==> src/rtl/dmaq_pkg.sv <==
package dmaq_pkg;

  localparam int CODE_W = 4;

  localparam logic [CODE_W-1:0] CODE_EXT_DUAL = 4'h0;
  localparam logic [CODE_W-1:0] CODE_EXT_TODEV = 4'h2;
  localparam logic [CODE_W-1:0] CODE_EXT_FROMDEV = 4'h3;
  localparam logic [CODE_W-1:0] CODE_AUTO = 4'h4;

  // per-channel strobes from control to datapath
  typedef struct packed {
    logic qualified;
    logic isAuto;
    logic periphHit;
    logic extLevel;
    logic extEdge;
  } chanStrobe_t;

endpackage

==> src/rtl/dmaq_ctrl.sv <==
module dmaq_ctrl
  import dmaq_pkg::*;
#(
  parameter int NUM_CH     = 4,
  parameter int NUM_EXT    = 2,
  parameter int NUM_PERIPH = 6
) (
  input  logic [NUM_CH*CODE_W-1:0]  srcSel,
  input  logic [NUM_CH-1:0]         chanEnable,
  input  logic [NUM_CH-1:0]         xferEnd,
  input  logic                      masterEnable,
  input  logic                      addrError,
  input  logic                      nmiFlag,
  input  logic [NUM_EXT-1:0]        edgeSense,
  input  logic [NUM_CH-1:0]         size16,
  input  logic [NUM_PERIPH-1:0]     periphReq,
  output chanStrobe_t [NUM_CH-1:0]  strobe,
  output logic [NUM_CH-1:0]         singleAddr,
  output logic [NUM_CH-1:0]         toDevice
);

  localparam int IDX_W    = CODE_W - 1;
  localparam int PER_SPAN = 2 ** IDX_W;

  logic globalOk;
  logic [PER_SPAN-1:0] perPad;

  assign globalOk = masterEnable & ~addrError & ~nmiFlag;
  assign perPad   = PER_SPAN'(periphReq);

  for (genvar c = 0; c < NUM_CH; c++) begin : g_ch
    logic [CODE_W-1:0] code;
    logic [IDX_W-1:0]  perIdx;
    logic isExtCode, isPerCode, extHere, senseEdge;
    chanStrobe_t s;

    assign code   = srcSel[c*CODE_W +: CODE_W];
    assign perIdx = code[IDX_W-1:0];

    if (c < NUM_EXT) begin : g_ext
      assign extHere   = 1'b1;
      assign senseEdge = edgeSense[c];
    end else begin : g_noext
      assign extHere   = 1'b0;
      assign senseEdge = 1'b0;
    end

    always_comb begin
      isExtCode = extHere && (code == CODE_EXT_DUAL || code == CODE_EXT_TODEV ||
                              code == CODE_EXT_FROMDEV);
      isPerCode = code[CODE_W-1] && (int'(perIdx) < NUM_PERIPH);
      s.qualified = chanEnable[c] & ~xferEnd[c] & globalOk;
      s.isAuto    = (code == CODE_AUTO);
      s.periphHit = isPerCode & ~size16[c] & perPad[perIdx];
      s.extLevel  = isExtCode & ~senseEdge;
      s.extEdge   = isExtCode & senseEdge;
    end

    assign strobe[c]     = s;
    assign singleAddr[c] = extHere && (code == CODE_EXT_TODEV || code == CODE_EXT_FROMDEV);
    assign toDevice[c]   = extHere && (code == CODE_EXT_TODEV);
  end

endmodule

==> src/rtl/dmaq_dpath.sv <==
module dmaq_dpath
  import dmaq_pkg::*;
#(
  parameter int NUM_CH  = 4,
  parameter int NUM_EXT = 2
) (
  input  logic                     clk,
  input  logic                     rstN,
  input  logic [NUM_EXT-1:0]       dreqN,
  input  logic [NUM_EXT-1:0]       dreqAck,
  input  chanStrobe_t [NUM_CH-1:0] strobe,
  output logic [NUM_CH-1:0]        reqOut
);

  for (genvar c = 0; c < NUM_CH; c++) begin : g_ch
    chanStrobe_t st;
    logic lvlLow, pendHit;
    assign st = strobe[c];

    if (c < NUM_EXT) begin : g_ext
      logic syncA, syncB, syncPrev, pend, fallSeen;
      assign fallSeen = ~syncB & syncPrev;

      always_ff @(posedge clk or negedge rstN) begin
        if (!rstN) begin
          syncA    <= 1'b1;
          syncB    <= 1'b1;
          syncPrev <= 1'b1;
          pend     <= 1'b0;
        end else begin
          syncA    <= dreqN[c];
          syncB    <= syncA;
          syncPrev <= syncB;
          pend     <= st.qualified & st.extEdge & (fallSeen | (pend & ~dreqAck[c]));
        end
      end

      assign lvlLow  = ~syncB;
      assign pendHit = pend;

      assert_pend_clear_R9: assert property (@(posedge clk) disable iff (!rstN)
        !st.qualified |=> !pend);
      assert_pend_hold_R4: assert property (@(posedge clk) disable iff (!rstN)
        (pend && !dreqAck[c] && st.qualified && st.extEdge) |=> pend);
      assert_sync_reset_R10: assert property (@(posedge clk) disable iff (!rstN)
        (pend && !$past(pend)) |-> !syncPrev);
    end else begin : g_noext
      assign lvlLow  = 1'b0;
      assign pendHit = 1'b0;
    end

    assign reqOut[c] = st.qualified & (st.isAuto | st.periphHit |
                       (st.extLevel & lvlLow) | (st.extEdge & pendHit));
  end

endmodule

==> src/rtl/dmaq_top.sv <==
module dmaq_top
  import dmaq_pkg::*;
#(
  parameter int NUM_CH     = 4,
  parameter int NUM_EXT    = 2,
  parameter int NUM_PERIPH = 6
) (
  input  logic                      clk,
  input  logic                      rstN,
  input  logic [NUM_CH*CODE_W-1:0]  srcSel,
  input  logic [NUM_CH-1:0]         chanEnable,
  input  logic [NUM_CH-1:0]         xferEnd,
  input  logic                      masterEnable,
  input  logic                      addrError,
  input  logic                      nmiFlag,
  input  logic [NUM_EXT-1:0]        edgeSense,
  input  logic [NUM_CH-1:0]         size16,
  input  logic [NUM_EXT-1:0]        dreqN,
  input  logic [NUM_EXT-1:0]        dreqAck,
  input  logic [NUM_PERIPH-1:0]     periphReq,
  output logic [NUM_CH-1:0]         reqOut,
  output logic [NUM_CH-1:0]         singleAddr,
  output logic [NUM_CH-1:0]         toDevice
);

  chanStrobe_t [NUM_CH-1:0] strobe;

  dmaq_ctrl #(.NUM_CH(NUM_CH), .NUM_EXT(NUM_EXT), .NUM_PERIPH(NUM_PERIPH)) u_ctrl (
    .srcSel(srcSel), .chanEnable(chanEnable), .xferEnd(xferEnd),
    .masterEnable(masterEnable), .addrError(addrError), .nmiFlag(nmiFlag),
    .edgeSense(edgeSense), .size16(size16), .periphReq(periphReq),
    .strobe(strobe), .singleAddr(singleAddr), .toDevice(toDevice)
  );

  dmaq_dpath #(.NUM_CH(NUM_CH), .NUM_EXT(NUM_EXT)) u_dpath (
    .clk(clk), .rstN(rstN), .dreqN(dreqN), .dreqAck(dreqAck),
    .strobe(strobe), .reqOut(reqOut)
  );

  for (genvar c = 0; c < NUM_CH; c++) begin : g_chk
    logic [CODE_W-1:0] cd;
    logic badCode;
    assign cd = srcSel[c*CODE_W +: CODE_W];
    assign badCode = (cd == 4'h1) || (cd == 4'h5) || (cd == 4'h6) || (cd == 4'h7) ||
                     (cd == 4'hE) || (cd == 4'hF) ||
                     ((c >= NUM_EXT) && (cd == 4'h0 || cd == 4'h2 || cd == 4'h3));

    assert_gate_R1: assert property (@(posedge clk) disable iff (!rstN)
      reqOut[c] |-> (chanEnable[c] && masterEnable && !xferEnd[c] && !addrError && !nmiFlag));
    assert_no_big_periph_R8: assert property (@(posedge clk) disable iff (!rstN)
      (size16[c] && cd[CODE_W-1]) |-> !reqOut[c]);
    assert_bad_code_R6: assert property (@(posedge clk) disable iff (!rstN)
      badCode |-> (!reqOut[c] && !singleAddr[c]));
  end

endmodule

==> config.mk <==
export PLATFORM = sky130hd
export DESIGN_NAME = dmaq_top
export DESIGN_NICKNAME = d
export VERILOG_FILES = /design/src/rtl/dmaq_pkg.sv /design/src/rtl/dmaq_ctrl.sv /design/src/rtl/dmaq_dpath.sv /design/src/rtl/dmaq_top.sv
export SDC_FILE = /design/constraint.sdc
export NUM_CORES = 1
export LEC_CHECK = 0
export ABC_AREA = 1
export ABC_CLOCK_PERIOD_IN_PS = 1600
export CAP_MARGIN = 20
export CORE_AREA = 2 2 57 59
export DETAILED_ROUTE_END_ITERATION = 12
export DIE_AREA = 0 0 59 61
export PLACE_DENSITY = 0.68
export SYNTH_ARGS = -nofsm -noshare
export SYNTH_HDL_FRONTEND = slang
export SYNTH_HIERARCHICAL = 1
export SYNTH_SLANG_ARGS = --single-unit
export TNS_END_PERCENT = 30
==> constraint.sdc <==
create_clock -name clk -period 1.6 [get_ports clk]
set_input_delay 0.32 -clock clk [delete_from_list [all_inputs] [get_ports clk]]
set_output_delay 0.32 -clock clk [all_outputs]
set_load 0.01 [all_outputs]
* Yosys cells after proc, flatten, opt, wreduce, memory -nomap -nowiden
Index checks and enable logic that the tools add are counted.
** Operators by class
- Order comparisons :: 8
- Equal/unequal tests :: 8
- Muxes and demuxes :: 8
- Bitwise gates (word level) :: 64
- Reductions and logical operators :: 12
** Operators by type and width (number)
- $and A1 B1 Y1 :: 38
- $eq A4 B2 Y1 const B :: 4
- $eq A4 B3 Y1 const B :: 4
- $lt A3 B4 Y1 const B :: 4
- $not A1 Y1 :: 16
- $bmux W1 S3 :: 4
- $lt A3 B3 Y1 const B :: 4
- $or A1 B1 Y1 :: 10
- $logic_not A4 Y1 :: 2
- $logic_or A1 B1 Y1 :: 6
- $logic_and A1 B1 Y1 :: 4
- $mux W1 :: 4
** Storage, ports and cells
- Flip-flop bits (word level) :: 8
- Output and inout port bits :: 12

* Logic depth before layout (Yosys ltp)
Gate-level depths: netlist of the first run.
- Depth in word-level cells :: 8
- Mapped depth :: 10

* Modules after synthesis
Netlist of the first run, hierarchy kept.
** Modules (own cells, without submodules)
- dmaq_ctrl :: times used 1, cells an instance 105, area each 526.8 µm², seq. area each 0.0 µm²
- dmaq_dpath :: times used 1, cells an instance 34, area each 317.8 µm², seq. area each 207.7 µm²

* Least setup slack after synthesis of the first run
No wires, ideal clock.
- Path kind :: in2out
- From :: input srcSel[2]
- To :: output reqOut[0]
- Arrival time :: 1033 ps
- Data required time :: 1280 ps
- Setup slack :: 247 ps
- Cell stages on the path :: 7
- Buffers on the path :: 0
- Cells stage by stage :: nor3_2 a31oi_1 nor2_1 nand2_1 nand3_1 nand2_1 inv_1
** RTL lines
- from (decl) :: RTL line dmaq_top.sv:10 : input logic [NUM_CH*CODE_W-1:0] srcSel,
- to (decl) :: RTL line dmaq_top.sv:21 : output logic [NUM_CH-1:0] reqOut,

==> results.cfg, run 1 <==
[route]
vias_per_cell = 4.73
drc_errors = 0
detailedRoute.firstPassIterationCount = 4
antenna_left = 0
routed_wirelength_um = 2800
routed_wire_per_std_cell_um = 11.9
first_iter_violations = 69
vias = 1112

[die]
core_area_um2 = 2950
placement_rows = 20
ios = 57
floorplan.initialDensity = 0.276
die_area_um2 = 3600
dieWidth_um = 59
die_height_um = 61

[sta]
layout_setup_ws_ns = -0.0472
timing.final.max_slew_violations = 0
post-route-min-period_ns = 1.65
max_freq_mhz = 607
final.setup_skew_ns = 0.0000692
rsz0062_at_grt = yes
finalHoldWorstSlack_ns = 0.337
final.period_utilization = 1.03
timing_hold_violations_final = 0
finalSetupTns_ns = -0.108
finalSetupViolations = 4

[grt]
grt_start_max_net_pins = 9
first_global_vias = 1039
grt_pass1_wl_um = 4190
antenna_found_initial = 0
grtUsageTotal = 0.151
global_route.overflow_total = 0

[logic_synthesis]
ys.warnings.count = 6
post_synth_inst_count = 135
mappedNetlistArea_um2 = 815
avgSynthCellArea_um2 = 6.03

[placed_design]
place_worst_setup_slack_ns = -0.854
finalWeightedCongestion = 0.727
hpwlAfterDp_um = 2100
cell_area_after_placement_um2 = 1410
port_buffers = 52

[cts]
cts_sinks = 8
post_cts_hold_buffer_count = 0
clk_latency_ns = 0.25
clockRootBuffer = sky130_fd_sc_hd__clkbuf_4
h-tree-depth = 1
cts_made_buffers = 3
tritoncts_clock_tree = yes
cts_buffer_depth = 2
path_clk_slew_ns = 0.05

[setup_path]
setup.worst_path.class = input pin to primary output
regToRegStartpoint = u_dpath/g_ch[1].g_ext.syncB$_DFF_PN1_
critPathSlowestCell = sky130_fd_sc_hd__or3b_4
required_ns = 1.28
critical_path.max_stage_delay_ns = 0.40
worstRegToRegCells = 3
top_family_by_delay_on_critical_path = simple AND/OR/NAND/NOR gates
crit_cells = 6
crit_path_cell_trace = buf_6 -> or3b_4 -> buf_4 -> nor3_4 -> o21a_1 -> buf_2
end_kind = primary output
crit_arrival_ns = 1.33
timing.rr.end = u_dpath/g_ch[1].g_ext.pend$_DFF_PN0_
worst_reg2reg_setup_slack_ns = 0.81
cp_num_buf_inv = 3
critical_path_peak_fanout = 3
critical_path.startpoint_type = input pin

[final_layout]
design_area_um2 = 1470
layout.filler_cells = 310
nets = 249
n_antenna_cell = 0
final_layout_size_suffix_gt1_frac = 0.347
areaGrowthSynthToFinish_pct = 80.8

[pwr]
power.leakage_nw = 0.800
power.density_nw_per_um2 = 424
ir_worst_vdd_mv = 0.285

[status]
run_status = complete, but fails checks
violations = negative setup slack

[min_path]
worst_hold_path_type = input pin to async pin

[flow_run]
timing.max_cap.violations = 0
==> placed cells by master (no fill, tap or decap), types with 4 or more instances in the layout <==
cell type and instances:
sky130_fd_sc_hd__nand3_1 10, sky130_fd_sc_hd__nand2_1 33, sky130_fd_sc_hd__a21oi_1 4, sky130_fd_sc_hd__dfstp_2 6, sky130_fd_sc_hd__buf_4 16, sky130_fd_sc_hd__inv_2 7, sky130_fd_sc_hd__buf_2 8, sky130_fd_sc_hd__nor2_1 8
sky130_fd_sc_hd__conb_1 4, sky130_fd_sc_hd__inv_1 23, sky130_fd_sc_hd__dlygate4sd2_1 7, sky130_fd_sc_hd__dlymetal6s2s_1 5, sky130_fd_sc_hd__clkdlybuf4s50_1 15, sky130_fd_sc_hd__clkdlybuf4s15_1 4, sky130_fd_sc_hd__o21ai_1 5, sky130_fd_sc_hd__clkbuf_2 7
==> cell type report <==
cell class | count | area, um2 | share of cell area
Tap cell | 33 | 41.3 | 0.0280
Multi-Input combinational cell | 94 | 533 | 0.362
Timing Repair Buffer | 65 | 543 | 0.369
Sequential cell | 8 | 208 | 0.141
Clock buffer | 3 | 22.5 | 0.0153
Inverter | 32 | 125 | 0.0850
==> flip-flops by register name, summed over array words and instances (netlist names) <==
register	count
u_dpath/g_ch.g_ext.pend	2
u_dpath/g_ch.g_ext.syncA	2
u_dpath/g_ch.g_ext.syncPrev	2
u_dpath/g_ch.g_ext.syncB	2
==> routing by layer <==
layer  track usage  wire length (um)
met4        0.0519                42
met1         0.158              1010
met3        0.0192               245
met5             0                 0
met2         0.306              1510
==> worst reg2reg max path, cell delays in order (launching register included) <==
cell and delay [ns]:
sky130_fd_sc_hd__dfstp_2 0.53, sky130_fd_sc_hd__inv_1 0.05, sky130_fd_sc_hd__nand2_1 0.05, sky130_fd_sc_hd__a21oi_1 0.05
==> how the worst max path moves through the flow <==
stage                     startpoint        end
final                      addrError  reqOut[2]
after global routing       srcSel[5]  reqOut[1]
after CTS                  addrError  reqOut[0]
after global placement     srcSel[0]  reqOut[0]
after detailed placement   srcSel[0]  reqOut[0]
after floorplan            srcSel[2]  reqOut[0]
==> repair_timing <==
action	4_1_cts	5_1_grt
resized for setup	78	43
pin swaps	15	19
setup endpoints to repair	8	5
setup buffers	5	1
==> power by group <==
part	internal [mW]	switching (mW)	total [mW]
registers	0.216	0.00295	0.219
clock network	0.0854	0.0617	0.147
logic	0.132	0.126	0.258
total	0.434	0.190	0.624
==> metrics by stage <==
step | utilization | std cells | total power, mW
6_report | 0.499 | 235 | 0.624
5_1_grt | 0.499 | 235 | 0.672
4_1_cts | 0.492 | 234 | 0.623
3_5_place_dp | 0.478 | 226 | 0.471
3_3_place_gp | 0.478 | 226 | 0.465
2_1_floorplan | - | 138 | 0.312
No activity file was read; power rests on OpenSTA's default activity.
==> run 2: changes to the inputs <==
- CORE_AREA: 2 2 57 59 -> 2 2 51 53
- DIE_AREA: 0 0 59 61 -> 0 0 53 55
- PLACE_DENSITY: 0.68 -> 0.82
==> run 2 against run 1 <==
The flow still finishes with violations (negative setup slack). Global-route usage up 5.4 points. Wire length up 4.0%. Die area down 19%. Clock power up 13%. Largest power group unchanged.
==> results.cfg, run 2 (same netlist as run 1, synthesis figures left out) <==
[status]
run_status = complete, but fails checks
violations = negative setup slack

[grt]
grt_start_max_net_pins = 9
global_route.overflow_total = 0
grtUsageTotal = 0.205
first_global_vias = 1087
grt_pass1_wl_um = 4370
antenna_found_initial = 0

[die]
placement_rows = 18
ios = 57
die_area_um2 = 2920
dieWidth_um = 53
die_height_um = 55
floorplan.initialDensity = 0.344
core_area_um2 = 2360

[route]
detailedRoute.firstPassIterationCount = 4
routed_wire_per_std_cell_um = 12.5
routed_wirelength_um = 2910
vias = 1094
antenna_left = 0
drc_errors = 0
first_iter_violations = 26
vias_per_cell = 4.70

[min_path]
worst_hold_path_type = input pin to async pin

[setup_path]
worst_reg2reg_setup_slack_ns = 0.79
end_kind = primary output
required_ns = 1.28
setup.worst_path.class = input pin to primary output
critical_path.startpoint_type = input pin
crit_arrival_ns = 1.36
critical_path_peak_fanout = 3

[sta]
rsz0062_at_grt = yes
max_freq_mhz = 595
final.setup_skew_ns = 0.0109
final.period_utilization = 1.05
layout_setup_ws_ns = -0.0818
timing_hold_violations_final = 0
post-route-min-period_ns = 1.68
timing.final.max_slew_violations = 0
finalSetupViolations = 3

[final_layout]
nets = 249
mostFrequentLayoutCells = sky130_fd_sc_hd__nand2_1, sky130_fd_sc_hd__inv_1, sky130_fd_sc_hd__clkdlybuf4s50_1
n_antenna_cell = 0
most_common_cell_after_layout_fill_and_taps_aside = sky130_fd_sc_hd__nand2_1
areaGrowthSynthToFinish_pct = 80.8
finished_core_util = 0.623
final_layout_size_suffix_gt1_frac = 0.350
design_area_um2 = 1470

[placed_design]
finalWeightedCongestion = 0.775
cell_area_after_placement_um2 = 1410
hpwlAfterDp_um = 2160
port_buffers = 52
place_worst_setup_slack_ns = -0.860

[flow_run]
timing.max_cap.violations = 0

[pwr]
power.leakage_nw = 0.781
power.density_nw_per_um2 = 437
p_total_mw = 0.644
ir_worst_vdd_mv = 0.481

[cts]
cts_made_buffers = 3
cts_sinks = 8
clockRootBuffer = sky130_fd_sc_hd__clkbuf_4
path_clk_slew_ns = 0.06
h-tree-depth = 1
cts_buffer_depth = 2
tritoncts_clock_tree = yes
clk_latency_ns = 0.26
## run 2: cell count changes in the layout (fill, tap and decap cells not counted), moves of 2 or more
cell and change:
sky130_fd_sc_hd__inv_1 -3, sky130_fd_sc_hd__dlymetal6s2s_1 -3, sky130_fd_sc_hd__clkdlybuf4s50_1 +2, sky130_fd_sc_hd__nand3_1 +2, sky130_fd_sc_hd__inv_2 +3, sky130_fd_sc_hd__clkdlybuf4s15_1 -2
sky130_fd_sc_hd__buf_4 -2, sky130_fd_sc_hd__dlygate4sd2_1 +4, sky130_fd_sc_hd__nand3_2 -2
## run 2: worst paths after layout
check / cells past startpoint / to / from
worst max register to register: 3 / u_dpath/g_ch[0].g_ext.pend$_DFF_PN0_ / u_dpath/g_ch[0].g_ext.syncB$_DFF_PN1_
worst max-delay path: 6 / reqOut[2] / addrError
worst min register to register: 0 / u_dpath/g_ch[0].g_ext.syncB$_DFF_PN1_ / u_dpath/g_ch[0].g_ext.syncA$_DFF_PN1_
min in group clk: 0 / u_dpath/g_ch[0].g_ext.syncB$_DFF_PN1_ / u_dpath/g_ch[0].g_ext.syncA$_DFF_PN1_
max in group asynchronous: 1 / u_dpath/g_ch[1].g_ext.syncPrev$_DFF_PN1_ / rstN
worst min-delay path: 1 / u_dpath/g_ch[1].g_ext.pend$_DFF_PN0_ / rstN
## run 2: layout make-up
cell class                      count  area, um2
Fill cell                         220        892
Multi-Input combinational cell     94        546
Timing Repair Buffer               65        531
Sequential cell                     8        208
Inverter                           32        125
Tap cell                           30       37.5
Clock buffer                        4       26.3
## run 2: metal layers
| layer | GRT usage | share of wire |
|---|---|---|
| met1 | 0.202 | 0.36 |
| met2 | 0.402 | 0.54 |
| met3 | 0.0484 | 0.084 |
| met4 | 0.0983 | 0.012 |
| met5 | 0 | 0 |
## run 2: stage by stage
stage               instances  setup TNS (ns)  hold WS [ns]
floorplan                 138               0        0.0244
finish                    233          -0.144         0.328
detailed placement        224           -5.44         0.348
CTS                       231          -0.280         0.336
global route              233          -0.352         0.345
global placement          224           -5.13         0.346
## run 2: repair_timing
| item | CTS | global route |
|---|---|---|
| hold buffers | 0 | 0 |
| endpoints found under the setup margin | 8 | 7 |
| pin swaps | 15 | 8 |
| buffers inserted | 3 | 2 |
| resized for setup | 85 | 35 |
| gates cloned | 0 | 0 |
## run 2: power by group
part,internal (mW),switching [mW]
sequential,0.216,0.00303
combinational,0.130,0.129
clock,0.0955,0.0705
## run 2: worst max-delay path, stage by stage
cell,delay (ns)
sky130_fd_sc_hd__buf_6,0.09
sky130_fd_sc_hd__or3b_4,0.40
sky130_fd_sc_hd__buf_6,0.14
sky130_fd_sc_hd__nor3_4,0.15
sky130_fd_sc_hd__o21a_1,0.13
sky130_fd_sc_hd__buf_2,0.12
==> run 3: changes to the inputs <==
- CORE_AREA: 2 2 51 53 -> 8 8 57 59
- DIE_AREA: 0 0 53 55 -> 0 0 65 67
- SKIP_LAST_GASP: default -> 1
==> run 3 against run 2 <==
The flow still finishes with violations (negative setup slack). Worst hold slack improved by 0.022 ns. Sequential power barely moved. Via count grew 4.0%. Register-to-register slack barely moved. Largest power group unchanged. Largest cell class is now buffers. Power shrank 1.7%. Non-clock buffer count rose by 4.
==> results.cfg, run 3 (same netlist as run 1, synthesis figures left out) <==
[cts]
cts_made_buffers = 3
h-tree-depth = 1
clk_latency_ns = 0.24
tritoncts_clock_tree = yes
cts_sinks = 8
path_clk_slew_ns = 0.05
cts_buffer_depth = 2
clockRootBuffer = sky130_fd_sc_hd__clkbuf_4

[sta]
finalSetupTns_ns = -0.0594
layout_setup_ws_ns = -0.0309
post-route-min-period_ns = 1.63
rsz0062_at_grt = yes
final.period_utilization = 1.02
timing.final.max_slew_violations = 0
finalHoldWorstSlack_ns = 0.350
max_freq_mhz = 613
finalSetupViolations = 3
timing_hold_violations_final = 0
final.setup_skew_ns = 0.00232

[final_layout]
final-instance-count-excl-fill = 236
layout.filler_cells = 213
most_common_cell_after_layout_fill_and_taps_aside = sky130_fd_sc_hd__nand2_1
nets = 253
mostFrequentLayoutCells = sky130_fd_sc_hd__nand2_1, sky130_fd_sc_hd__buf_4, sky130_fd_sc_hd__inv_1
finished_core_util = 0.643
final_layout_size_suffix_gt1_frac = 0.379
n_antenna_cell = 0
areaGrowthSynthToFinish_pct = 86.6
design_area_um2 = 1520

[grt]
grt_start_max_net_pins = 9
first_global_vias = 1176
global_route.overflow_total = 0
grtUsageTotal = 0.152
antenna_found_initial = 0
grt_pass1_wl_um = 5310

[setup_path]
critPathSlowestCell = sky130_fd_sc_hd__or3b_4
critical_path_peak_fanout = 4
crit_arrival_ns = 1.31
critical_path.startpoint_type = input pin
end_kind = primary output
required_ns = 1.28
critical_path.max_stage_delay_ns = 0.47
crit_path_cell_trace = buf_6 -> or3b_4 -> nor3_4 -> o21a_1 -> buf_2
setup.worst_path.class = input pin to primary output

[die]
floorplan.initialDensity = 0.344
core_area_um2 = 2360
die_area_um2 = 4360
die_height_um = 67
dieWidth_um = 65
placement_rows = 18
ios = 57

[route]
vias_per_cell = 4.82
antenna_left = 0
vias = 1138
routed_wirelength_um = 3320
routed_wire_per_std_cell_um = 14.1
detailedRoute.firstPassIterationCount = 4
first_iter_violations = 54
drc_errors = 0

[pwr]
ir_worst_vdd_mv = 0.417
power.leakage_nw = 0.818
power.density_nw_per_um2 = 416
p_total_mw = 0.633

[placed_design]
place_worst_setup_slack_ns = -0.911
port_buffers = 52
cell_area_after_placement_um2 = 1410
hpwlAfterDp_um = 2610
finalWeightedCongestion = 0.842
dp.cells = 223

[flow_run]
timing.max_cap.violations = 0

[status]
run_status = complete, but fails checks
violations = negative setup slack

[min_path]
worst_hold_path_type = input pin to async pin
-- run 3: changes by cell type in the layout (fill, tap and decap cells not counted), sizes merged --
cell,before,now
buf,26,32
dlygate4sd2,11,13
dlymetal6s2s,2,3
clkdlybuf4s50,17,15
clkbuf,11,8
clkdlybuf4s15,2,1
-- run 3: critical path: cells and delay by family --
family                 cells  cell delay [ns]
AND/OR/NAND/NOR            2             0.66
buffers and inverters      2             0.21
AO/OA/AOI/OAI              1             0.13
-- run 3: timing repair --
| item | 4_1_cts | 5_1_grt |
|---|---|---|
| pin swaps | 23 | 20 |
| gates resized for setup | 90 | 42 |
| hold buffers | 0 | 0 |
| setup buffers | 7 | 3 |
| setup endpoints to repair | 8 | 8 |
-- run 3: final cells by class --
| cell class | count | area, um2 | area share |
|---|---|---|---|
| timing repair buffer | 69 | 578 | 0.380 |
| sequential | 8 | 208 | 0.137 |
| clock buffer | 3 | 22.5 | 0.0148 |
| tap | 30 | 37.5 | 0.0247 |
| inverter | 32 | 130 | 0.0856 |
| multi-input combinational | 94 | 544 | 0.358 |
-- run 3: worst paths after layout --
kind	startpoint	to	slack [ns]	cells after the start
worst max-delay path	nmiFlag	reqOut[2]	-0.03	5
worst min-delay path	rstN	u_dpath/g_ch[0].g_ext.pend$_DFF_PN0_	0.35	1
worst max register to register	u_dpath/g_ch[1].g_ext.syncB$_DFF_PN1_	u_dpath/g_ch[1].g_ext.pend$_DFF_PN0_	0.80	3
worst min register to register	u_dpath/g_ch[1].g_ext.syncA$_DFF_PN1_	u_dpath/g_ch[1].g_ext.syncB$_DFF_PN1_	0.35	0
max in group asynchronous	rstN	u_dpath/g_ch[1].g_ext.syncA$_DFF_PN1_	0.95	1
min in group clk	u_dpath/g_ch[1].g_ext.syncA$_DFF_PN1_	u_dpath/g_ch[1].g_ext.syncB$_DFF_PN1_	0.35	0
-- run 3: layer usage --
layer	share of wire	track usage	wire length [um]	vias to the layer above
li1	-	-	-	565
met1	0.38	0.147	1260	511
met2	0.51	0.291	1700	51
met3	0.078	0.0419	260	11
met4	0.030	0.0736	99	0
met5	0	0	0	-
-- run 3: power breakdown --
| part | total, mW | switching, mW | internal (mW) |
|---|---|---|---|
| Sequential | 0.219 | 0.00264 | 0.217 |
| Clock | 0.142 | 0.0567 | 0.0850 |
| Combinational | 0.272 | 0.132 | 0.140 |
| Total | 0.633 | 0.191 | 0.442 |
